### config.mk
export PLATFORM = sky130hd
export DESIGN_NAME = instr_decode_stage
export DESIGN_NICKNAME = d
export VERILOG_FILES = /design/src/rtl/rid_pkg.sv /design/src/rtl/rid_fields.sv /design/src/rtl/rid_legal.sv /design/src/rtl/rid_ctrl.sv /design/src/rtl/instr_decode_stage.sv
export SDC_FILE = /design/constraint.sdc
export NUM_CORES = 1
export LEC_CHECK = 0
export BUFFER_PORTS_ARGS = -buffer_cell sky130_fd_sc_hd__buf_2
export CORE_MARGIN = 1.5
export CORE_UTILIZATION = 28
export CTS_CLUSTER_DIAMETER = 200
export DETAILED_ROUTE_END_ITERATION = 10
export GPL_TIMING_DRIVEN = 0
export PLACE_DENSITY = 0.59
export SYNTH_ARGS = -nofsm -noshare
export SYNTH_HDL_FRONTEND = slang
export SYNTH_SLANG_ARGS = --single-unit
### constraint.sdc
create_clock -name clk -period 1.1 [get_ports clk]
set_clock_uncertainty 0.15 [all_clocks]
set_input_delay 0.165 -clock clk [delete_from_list [all_inputs] [get_ports clk]]
set_output_delay 0.165 -clock clk [all_outputs]
set_load 0.005 [all_outputs]
### src/rtl/rid_pkg.sv
package rid_pkg;
    localparam int INSN_W = 32;
    localparam int OPC_W  = 4;
    localparam int REG_W  = 4;
    localparam int IMM_W  = 16;

    typedef enum logic [2:0] {
        CLS_NONE   = 3'd0,
        CLS_ALU    = 3'd1,
        CLS_CMP    = 3'd2,
        CLS_LOAD   = 3'd3,
        CLS_STORE  = 3'd4,
        CLS_BRANCH = 3'd5,
        CLS_JUMP   = 3'd6
    } cls_e;

    // where the secondary code lives
    typedef enum logic [1:0] {
        SEL_LOW  = 2'd0,
        SEL_DEST = 2'd1,
        SEL_SRC2 = 2'd2
    } op2_sel_e;

    typedef struct packed {
        cls_e             cls;
        logic [REG_W-1:0] rd;
        logic [REG_W-1:0] rs;
        logic [REG_W-1:0] rt;
        logic [REG_W-1:0] op2;
        logic             reg_we;
        logic             mem_rd;
        logic             mem_wr;
        logic             branch;
        logic             jump;
        logic             use_imm;
        logic             illegal;
    } ctl_t;
endpackage

### src/rtl/rid_fields.sv
module rid_fields
    import rid_pkg::*;
(
    input  logic [INSN_W-1:0] insn_i,
    output logic [OPC_W-1:0]  op1_o,
    output logic [REG_W-1:0]  rd_o,
    output logic [REG_W-1:0]  rs_o,
    output logic [REG_W-1:0]  rt_o,
    output logic [IMM_W-1:0]  imm_o,
    output logic [REG_W-1:0]  op2_o,
    output logic              pad_zero_o
);
    localparam int OP1_LO = INSN_W - OPC_W;
    localparam int RD_LO  = OP1_LO - REG_W;
    localparam int RS_LO  = RD_LO - REG_W;
    localparam int RT_LO  = RS_LO - REG_W;

    op2_sel_e sel;

    always_comb begin
        op1_o      = insn_i[INSN_W-1 -: OPC_W];
        rd_o       = insn_i[RD_LO +: REG_W];
        rs_o       = insn_i[RS_LO +: REG_W];
        rt_o       = insn_i[RT_LO +: REG_W];
        imm_o      = insn_i[IMM_W-1:0];
        pad_zero_o = (insn_i[IMM_W-1:REG_W] == '0);

        // immediate-style families all have the top opcode bit set
        if (op1_o[OPC_W-1])
            sel = SEL_SRC2;
        else if (op1_o == 4'b0101 || op1_o == 4'b0110)
            sel = SEL_DEST;
        else
            sel = SEL_LOW;

        case (sel)
            SEL_DEST: op2_o = rd_o;
            SEL_SRC2: op2_o = rt_o;
            default:  op2_o = insn_i[REG_W-1:0];
        endcase
    end
endmodule

### src/rtl/rid_legal.sv
module rid_legal
    import rid_pkg::*;
(
    input  logic [OPC_W-1:0] op1_i,
    input  logic [REG_W-1:0] op2_i,
    input  logic             pad_zero_i,
    output cls_e             cls_o,
    output logic             legal_o
);
    cls_e raw_cls;
    logic raw_ok;
    logic alu_reg_ok;
    logic alu_imm_ok;
    logic cmp_ok;

    always_comb begin
        case (op2_i)
            4'b0000, 4'b0001, 4'b0100, 4'b0101,
            4'b0110, 4'b1100, 4'b1101, 4'b1110: begin
                alu_reg_ok = 1'b1;
                alu_imm_ok = 1'b1;
            end
            4'b1011: begin
                alu_reg_ok = 1'b0;
                alu_imm_ok = 1'b1;
            end
            default: begin
                alu_reg_ok = 1'b0;
                alu_imm_ok = 1'b0;
            end
        endcase

        cmp_ok = (op2_i[2:0] != 3'b100);

        case (op1_i)
            4'b0000: begin raw_cls = CLS_ALU;    raw_ok = pad_zero_i && alu_reg_ok; end
            4'b1000: begin raw_cls = CLS_ALU;    raw_ok = alu_imm_ok;               end
            4'b0010: begin raw_cls = CLS_CMP;    raw_ok = pad_zero_i && cmp_ok;     end
            4'b1010: begin raw_cls = CLS_CMP;    raw_ok = cmp_ok;                   end
            4'b0110: begin raw_cls = CLS_BRANCH; raw_ok = cmp_ok;                   end
            4'b1001: begin raw_cls = CLS_LOAD;   raw_ok = (op2_i == '0);            end
            4'b0101: begin raw_cls = CLS_STORE;  raw_ok = (op2_i == '0);            end
            4'b1011: begin raw_cls = CLS_JUMP;   raw_ok = (op2_i == '0);            end
            default: begin raw_cls = CLS_NONE;   raw_ok = 1'b0;                     end
        endcase

        legal_o = raw_ok;
        cls_o   = raw_ok ? raw_cls : CLS_NONE;
    end


    always_comb begin
        cls_legal_chk: assert (legal_o == (cls_o != CLS_NONE));
    end
endmodule

### src/rtl/rid_ctrl.sv
module rid_ctrl
    import rid_pkg::*;
(
    input  cls_e             cls_i,
    input  logic             legal_i,
    input  logic [OPC_W-1:0] op1_i,
    input  logic [REG_W-1:0] rd_i,
    input  logic [REG_W-1:0] rs_i,
    input  logic [REG_W-1:0] rt_i,
    input  logic [REG_W-1:0] op2_i,
    output ctl_t             ctl_o
);
    always_comb begin
        ctl_o         = '0;
        ctl_o.cls     = cls_i;
        ctl_o.rs      = rs_i;
        ctl_o.rt      = rt_i;
        ctl_o.illegal = !legal_i;
        ctl_o.op2     = legal_i ? op2_i : '0;
        ctl_o.reg_we  = (cls_i == CLS_ALU) || (cls_i == CLS_CMP) ||
                        (cls_i == CLS_LOAD) || (cls_i == CLS_JUMP);
        ctl_o.rd      = ctl_o.reg_we ? rd_i : '0;
        ctl_o.mem_rd  = (cls_i == CLS_LOAD);
        ctl_o.mem_wr  = (cls_i == CLS_STORE);
        ctl_o.branch  = (cls_i == CLS_BRANCH);
        ctl_o.jump    = (cls_i == CLS_JUMP);
        // store needs the immediate for its address even though op1[3] is 0
        ctl_o.use_imm = legal_i && (op1_i[OPC_W-1] || cls_i == CLS_STORE);
    end
endmodule

### src/rtl/instr_decode_stage.sv
module instr_decode_stage
    import rid_pkg::*;
#(
    parameter int DATA_W = 32
) (
    input  logic              clk,
    input  logic              rst_n,
    input  logic [31:0]       insn_i,
    output logic [2:0]        class_o,
    output logic [3:0]        rd_o,
    output logic [3:0]        rs_o,
    output logic [3:0]        rt_o,
    output logic [3:0]        op2_o,
    output logic [DATA_W-1:0] imm_o,
    output logic              reg_we_o,
    output logic              mem_rd_o,
    output logic              mem_wr_o,
    output logic              branch_o,
    output logic              jump_o,
    output logic              use_imm_o,
    output logic              illegal_o
);
    localparam int EXT_W = DATA_W - IMM_W;

    typedef struct packed {
        ctl_t              ctl;
        logic [DATA_W-1:0] imm;
    } dec_t;

    logic [OPC_W-1:0] f_op1;
    logic [REG_W-1:0] f_rd, f_rs, f_rt, f_op2;
    logic [IMM_W-1:0] f_imm;
    logic             f_pad_zero;
    cls_e             l_cls;
    logic             l_legal;
    ctl_t             c_ctl;
    dec_t             dec_d, dec_q;

    rid_fields u_fields (
        .insn_i     (insn_i),
        .op1_o      (f_op1),
        .rd_o       (f_rd),
        .rs_o       (f_rs),
        .rt_o       (f_rt),
        .imm_o      (f_imm),
        .op2_o      (f_op2),
        .pad_zero_o (f_pad_zero)
    );

    rid_legal u_legal (
        .op1_i      (f_op1),
        .op2_i      (f_op2),
        .pad_zero_i (f_pad_zero),
        .cls_o      (l_cls),
        .legal_o    (l_legal)
    );

    rid_ctrl u_ctrl (
        .cls_i   (l_cls),
        .legal_i (l_legal),
        .op1_i   (f_op1),
        .rd_i    (f_rd),
        .rs_i    (f_rs),
        .rt_i    (f_rt),
        .op2_i   (f_op2),
        .ctl_o   (c_ctl)
    );

    always_comb begin
        dec_d.ctl = c_ctl;
        dec_d.imm = {{EXT_W{f_imm[IMM_W-1]}}, f_imm};
    end

    always_ff @(posedge clk or negedge rst_n) begin
        if (!rst_n)
            dec_q <= '0;
        else
            dec_q <= dec_d;
    end

    assign class_o   = dec_q.ctl.cls;
    assign rd_o      = dec_q.ctl.rd;
    assign rs_o      = dec_q.ctl.rs;
    assign rt_o      = dec_q.ctl.rt;
    assign op2_o     = dec_q.ctl.op2;
    assign imm_o     = dec_q.imm;
    assign reg_we_o  = dec_q.ctl.reg_we;
    assign mem_rd_o  = dec_q.ctl.mem_rd;
    assign mem_wr_o  = dec_q.ctl.mem_wr;
    assign branch_o  = dec_q.ctl.branch;
    assign jump_o    = dec_q.ctl.jump;
    assign use_imm_o = dec_q.ctl.use_imm;
    assign illegal_o = dec_q.ctl.illegal;


    illegal_quiet_chk: assert property (@(posedge clk) disable iff (!rst_n)
        illegal_o |-> !(reg_we_o || mem_rd_o || mem_wr_o || branch_o || jump_o) && class_o == 3'd0);


    one_effect_chk: assert property (@(posedge clk) disable iff (!rst_n)
        $onehot0({mem_rd_o, mem_wr_o, branch_o, jump_o}));


    jal_links_chk: assert property (@(posedge clk) disable iff (!rst_n)
        jump_o |-> reg_we_o && use_imm_o);


    nowrite_dest_chk: assert property (@(posedge clk) disable iff (!rst_n)
        !reg_we_o |-> rd_o == 4'd0);


    store_op2_chk: assert property (@(posedge clk) disable iff (!rst_n)
        mem_wr_o |-> op2_o == $past(insn_i[27:24]) && rt_o == $past(insn_i[19:16]));


    pad_chk: assert property (@(posedge clk) disable iff (!rst_n)
        (!illegal_o && !use_imm_o && (class_o == 3'd1 || class_o == 3'd2))
            |-> $past(insn_i[15:4]) == 12'd0);
endmodule

## Yosys cells after proc, flatten, opt, wreduce, memory -nomap -nowiden

Memory sizes are Yosys's and may differ from the RTL's.
Index checks and enable logic that the tools add are counted.

- Register bits: 42
- Memories: 1
- Logic and storage cells: 54
- Bits of input ports: 34
- Memory bits (read-only): 32

- Multiplexer cells: 8
- Reductions and logical operators: 16
- Eq/ne operators: 16

Memories:

| memory | depth | width | rd ports | clocked after memory_dff | write ports | RTL line | RTL |
|---|---|---|---|---|---|---|---|
| (name not given) | 16 | 2 | 1 | 0 | 0 | rid_legal.sv:17 | `case (op2_i)` |

Operator list:

| kind | number |
|---|---|
| case mux 3 bit (6 select lines) | 1 |
| equality test 4 bit (second input constant) | 4 |
| zero test 12 bit | 1 |
| equality test 3 bit (second input constant) | 3 |
| equality test 4 x 3 -> 1 bit (second input constant) | 2 |
| zero test 4 bit | 2 |
| two-way mux 4 bit | 2 |
| case mux 4 bit (2 select lines) | 1 |
| equality test 3 x 2 -> 1 bit (second input constant) | 2 |
| OR reduction 2 bit | 3 |
| logical OR 1 bit | 5 |
| case mux 1 bit (5 select lines) | 1 |
| equality test 4 x 2 -> 1 bit (second input constant) | 1 |
| equality test 3 x 1 -> 1 bit (second input constant) | 1 |
| logical AND 1 bit | 3 |
| two-way mux 3 bit | 1 |
| != test 3 bit (second input constant) | 1 |
| OR reduction 3 bit | 1 |
| equality test 2 x 1 -> 1 bit (second input constant) | 1 |
| equality test 2 bit (second input constant) | 1 |
| two-way mux 2 bit | 1 |
| zero test 1 bit | 1 |
| two-way mux 1 bit | 1 |

## Longest topological paths before layout

- Word-level depth: 15
- Gate-level depth with buffers: 9
- Depth with buffers taken out: 6

## Hierarchy

Synthesis repeated with hierarchy kept, for this count alone.

- Cells, all modules: 164
- Area, all modules: 1926.8 um^2

Modules (own cells, without submodules):

| module | area an instance (um^2) | seq. area each (um^2) | cells each | times used |
|---|---|---|---|---|
| instr_decode_stage | 1171.1 | 1051.0 | 58 | 1 |
| rid_fields | 356.6 | 0.0 | 47 | 1 |
| rid_ctrl | 209.0 | 0.0 | 30 | 1 |
| rid_legal | 190.2 | 0.0 | 29 | 1 |

## Worst setup path after synthesis

Ideal clock, no wire load.

- Path kind: input-to-reg
- Start: input port insn_i[29]
- End: register dec_q, in the netlist branch_o
- Arrival: 1.774 ns
- Cell stages on the path: 9
- Path slack: -0.904 ns
- Data required time: 0.869 ns
- Cells stage by stage: buf_4 > xnor2_1 > nor4b_2 > a21oi_1 > or4b_1 > o221a_2 > buf_6 > buf_6 > nor3_2

RTL lines:

| element | RTL line | RTL |
|---|---|---|
| start: declaration | instr_decode_stage.sv:8 | `input logic [31:0] insn_i,` |
| end signal: assignment | instr_decode_stage.sv:76 | `dec_q <= '0;` |
| end signal: assignment | instr_decode_stage.sv:78 | `dec_q <= dec_d;` |
| end: declaration | instr_decode_stage.sv:37 | `dec_t dec_d, dec_q;` |

==> metrics.md <==
| Metric | Value |
|---|---|
| Buffer type at the clock tree root | `sky130_fd_sc_hd__clkbuf_8` |
| Synthesized area per cell | `12.19 µm²` |
| Fin cells | `353` |
| Avg Vias per Cell | `4.368` |
| TritonCTS clock tree | `done` |
| Buffers added on ports | `90` |
| Relative slew slack | `0.3895` |
| Placed instance count | `307` |
| Dpl hpwl | `3031 µm` |
| Clock transition time at the flip-flop clock pins of the worst setup and hold paths | `0.08 ns` |
| Sequential cell area | `0.001052 mm²` |
| Net count after synthesis | `176` |
| Yosys reg bits | `42` |
| Antenna viol nets, final | `0` |
| Leakage component of the power | `0.001524 µW` |
| Die ar. | `0.006661 mm²` |
| Overflow after GRT | `0` |
| Fraction of final layout cells with drive strength greater than 1 | `0.5827` |
| Wirelength, routed | `4802 µm` |
| Post-synth cell types | `37` |
| Worst Hold Margin | `-0.1463 ns` |
| CP Class | `in2reg` |
| Weighted congestion at the end of routability-driven global placement | `0.8335` |
| Rows | `28` |
| Post-route worst setup slack | `-0.6714 ns` |
| Post-synthesis sequential area ratio | `0.6074` |
| Wire length of the first global-routing pass | `7245 µm` |
| Slew at the pin closest to its max-slew limit | `0.9158 ns` |
| Number of pins exceeding their max-slew limit in the final report | `0` |
| Critical Path End Type | `register` |
| Area occupied by multi-input gates | `639.4 µm²` |
| Signed area change from the synthesized netlist to the final layout | `80.98%` |
| Failing checks | `hold timing, setup timing` |
| DRT Pass-1 Iters | `4` |
| Maximum number of pins on one net before global-route repair | `43` |
| Warning count from the yosys run | `0` |
| Total track usage | `0.1464` |
| Design area | `0.003132 mm²` |
| Max FO, Critical Path | `10` |
| Count of H-tree levels built during CTS | `2` |
| Clock sink count | `42` |
| Final net count | `312` |
| Vias in the first global route | `1507` |
| Min cycle time layout | `1.771 ns` |
| Y dimension of the die | `81.62 µm` |
| Synth Cell Area | `0.001730 mm²` |
| I/O pin count | `92` |
| Critical path endpoint | `branch_o` |
| Worst-case vdd ir drop | `0.5107 mV` |
| Critical path data arrival time | `1.84 ns` |
| Fillers | `542` |
| Final Setup Violations | `38` |
| Critical path startpoint | `insn_i[31]` |
| Placeable Area | `0.005956 mm²` |
| Period utilisation layout | `1.610` |
| Cell Area, Placed | `0.002302 mm²` |
| Count of mapped cells out of synthesis | `142` |
| Post-placement worst setup slack | `-1.142 ns` |
| Min-Delay Path Class | `in2async` |
| Antenna fix cells | `0` |
| Max-capacitance violation count | `0` |
| Residual DRC count | `0` |
| Per-cell routed wire length | `13.60 µm` |
| Initial antenna violation count | `0` |
| Maximum buffer depth of the clock tree | `2` |
| Final-report hold violation count | `42` |
| Setup repair after global routing missed its margin | `yes` |
| Number of DRC violations after detailed-routing iteration 0 | `37` |
| Category of the worst setup path launch point | `input port` |
| Overall via count from detail_route | `1542` |
| Initial standard-cell utilization of the core | `0.2905` |
| Required time reported for the critical path endpoint | `1.17 ns` |
| Horizontal extent of the die | `81.62 µm` |
| TritonCTS Buffers | `5` |
| Peak Freq | `564.5 MHz` |
| Power density relative to cell area | `1071 mW/mm²` |
| Run status | `complete, but fails checks` |
[routing by layer]
metal,track usage,share of wire,vias to the layer above
li1,-,-,743
met1,0.1693,0.40,719
met2,0.2545,0.50,73
met3,0.04333,0.083,7
met4,0.05593,0.014,0
met5,0,0,-
[stage by stage]
step           total power, µW  setup TNS (ns)  hold WS, ns  utilization
3_5_place_dp              2145          -22.80       0.1263       0.3866
4_1_cts                   3351          -16.92      -0.1137       0.5090
6_report                  3355          -16.34      -0.1463       0.5258
3_3_place_gp              2135          -21.37       0.1226       0.3866
5_1_grt                   3541          -19.77     -0.07345       0.5258
2_1_floorplan             1901          -14.19      -0.2806            -
[area by class of cell]
class                      instances  area share
sequential                        42      0.3360
inverter                           2    0.003596
multi-input combinational         73      0.2042
clock inverter                     2    0.003196
buffer                            24     0.08630
timing repair buffer             130      0.3148
clock buffer                       5     0.02197
tap                               75     0.02996
[worst max-delay path: stages]
cell and delay, ns:
sky130_fd_sc_hd__buf_6 0.08, sky130_fd_sc_hd__buf_6 0.14, sky130_fd_sc_hd__clkinvlp_4 0.14, sky130_fd_sc_hd__o21ai_1 0.12
sky130_fd_sc_hd__o22ai_2 0.10, sky130_fd_sc_hd__or4b_1 0.54, sky130_fd_sc_hd__o221a_4 0.16, sky130_fd_sc_hd__buf_8 0.15
sky130_fd_sc_hd__buf_12 0.13, sky130_fd_sc_hd__nor3_4 0.10
[placed cells by master, fill, tap and decap left out, types with 2 or more instances in the layout]
| master | synthesis | layout |
|---|---|---|
| sky130_fd_sc_hd__clkinv_2 | 0 | 2 |
| sky130_fd_sc_hd__buf_6 | 2 | 40 |
| sky130_fd_sc_hd__buf_2 | 2 | 70 |
| sky130_fd_sc_hd__nor2_2 | 3 | 3 |
| sky130_fd_sc_hd__a21boi_2 | 0 | 2 |
| sky130_fd_sc_hd__dfrtp_1 | 42 | 41 |
| sky130_fd_sc_hd__dlygate4sd3_1 | 0 | 26 |
| sky130_fd_sc_hd__nor2_1 | 7 | 5 |
| sky130_fd_sc_hd__nand2_1 | 5 | 5 |
| sky130_fd_sc_hd__a22oi_1 | 2 | 2 |
| sky130_fd_sc_hd__buf_12 | 0 | 2 |
| sky130_fd_sc_hd__a21oi_2 | 1 | 2 |
| sky130_fd_sc_hd__nand2b_1 | 4 | 3 |
| sky130_fd_sc_hd__nor2_4 | 0 | 2 |
| sky130_fd_sc_hd__nor3b_2 | 4 | 3 |
| sky130_fd_sc_hd__clkbuf_8 | 0 | 5 |
| sky130_fd_sc_hd__o22ai_2 | 0 | 2 |
| sky130_fd_sc_hd__nor3_1 | 4 | 2 |
| sky130_fd_sc_hd__nor4_1 | 3 | 3 |
| sky130_fd_sc_hd__nor3_4 | 0 | 3 |
| sky130_fd_sc_hd__and2_1 | 3 | 3 |
| sky130_fd_sc_hd__o21ai_1 | 0 | 2 |
| sky130_fd_sc_hd__buf_4 | 17 | 10 |
| sky130_fd_sc_hd__a21oi_1 | 6 | 5 |
| sky130_fd_sc_hd__o21ai_0 | 6 | 3 |
| sky130_fd_sc_hd__clkbuf_1 | 4 | 2 |
| sky130_fd_sc_hd__mux2i_1 | 2 | 2 |
[power by group]
group / switching [µW] / internal (µW)
Combinational: 341 / 449
Sequential: 16.4 / 1610
Clock: 514 / 426
Total: 872 / 2480
[state kept, by name, indices dropped and copies added (netlist names)]
signal,cells
class_o,3
imm_o,16
jump_o,1
branch_o,1
mem_rd_o,1
rs_o,4
use_imm_o,1
rt_o,4
illegal_o,1
rd_o,4
op2_o,4
reg_we_o,1
mem_wr_o,1
[what timing repair did]
action | CTS | global route
gates resized for setup | 71 | 10
pin swaps | 7 | 4
setup endpoints to repair | 62 | 76
hold endpoints to repair | 67 | 43
hold buffers | 25 | 1
buffers inserted | 7 | 5
gates cloned | 1 | 1
[how the worst min path moves through the flow]
stage / startpoint / endpoint / slack (ns) / cells after the start
after floorplan: rst_n / branch_o / -0.28 / 0
after global placement: insn_i[20] / rs_o[0] / 0.12 / 1
after detailed placement: insn_i[21] / rs_o[1] / 0.13 / 1
after CTS: rst_n / imm_o[4] / -0.11 / 1
after global routing: rst_n / use_imm_o / -0.07 / 1
final: rst_n / imm_o[4] / -0.15 / 1
[synthesized netlist by cell type (all sizes together)]
| cell | n | area [µm²] |
|---|---|---|
| dfrtp | 42 | 1051 |
| buf | 21 | 160.2 |
| and2 | 3 | 18.77 |
| or4b | 1 | 10.01 |
| nand2 | 5 | 18.77 |
| a21boi | 2 | 15.01 |
| nor2b | 2 | 12.51 |
| clkbuf | 4 | 15.01 |
| a21oi | 7 | 38.79 |
| nand4b | 1 | 8.760 |
| a31oi | 1 | 6.260 |
| a211oi | 1 | 12.51 |
| a32o | 1 | 10.01 |
| nor2 | 10 | 45.05 |
| a22oi | 2 | 15.01 |
| o21ai | 6 | 30.03 |
| o22ai | 3 | 18.77 |
| xor2 | 1 | 8.760 |
| o22a | 1 | 8.760 |
| nor3 | 6 | 40.04 |
| nand4 | 1 | 6.260 |
| a41oi | 1 | 8.760 |
| nor3b | 5 | 57.56 |
| mux2i | 2 | 20.02 |
| xnor2 | 1 | 8.760 |
| nor4b | 1 | 15.01 |
| nand3b | 1 | 7.510 |
| nor4 | 3 | 18.77 |
| inv | 2 | 7.510 |
| nand2b | 4 | 25.02 |
| o221a | 1 | 11.26 |
[logic make-up after synthesis]
family / synth area share
xor gates and xnor gates: 0.01012
buffers and inverters: 0.1056
AOI/OAI and AO/OA: 0.1012
and+or+nand+nor: 0.1641
muxes: 0.01157
DFF: 0.6074
No activity file was read; power rests on OpenSTA's default activity.
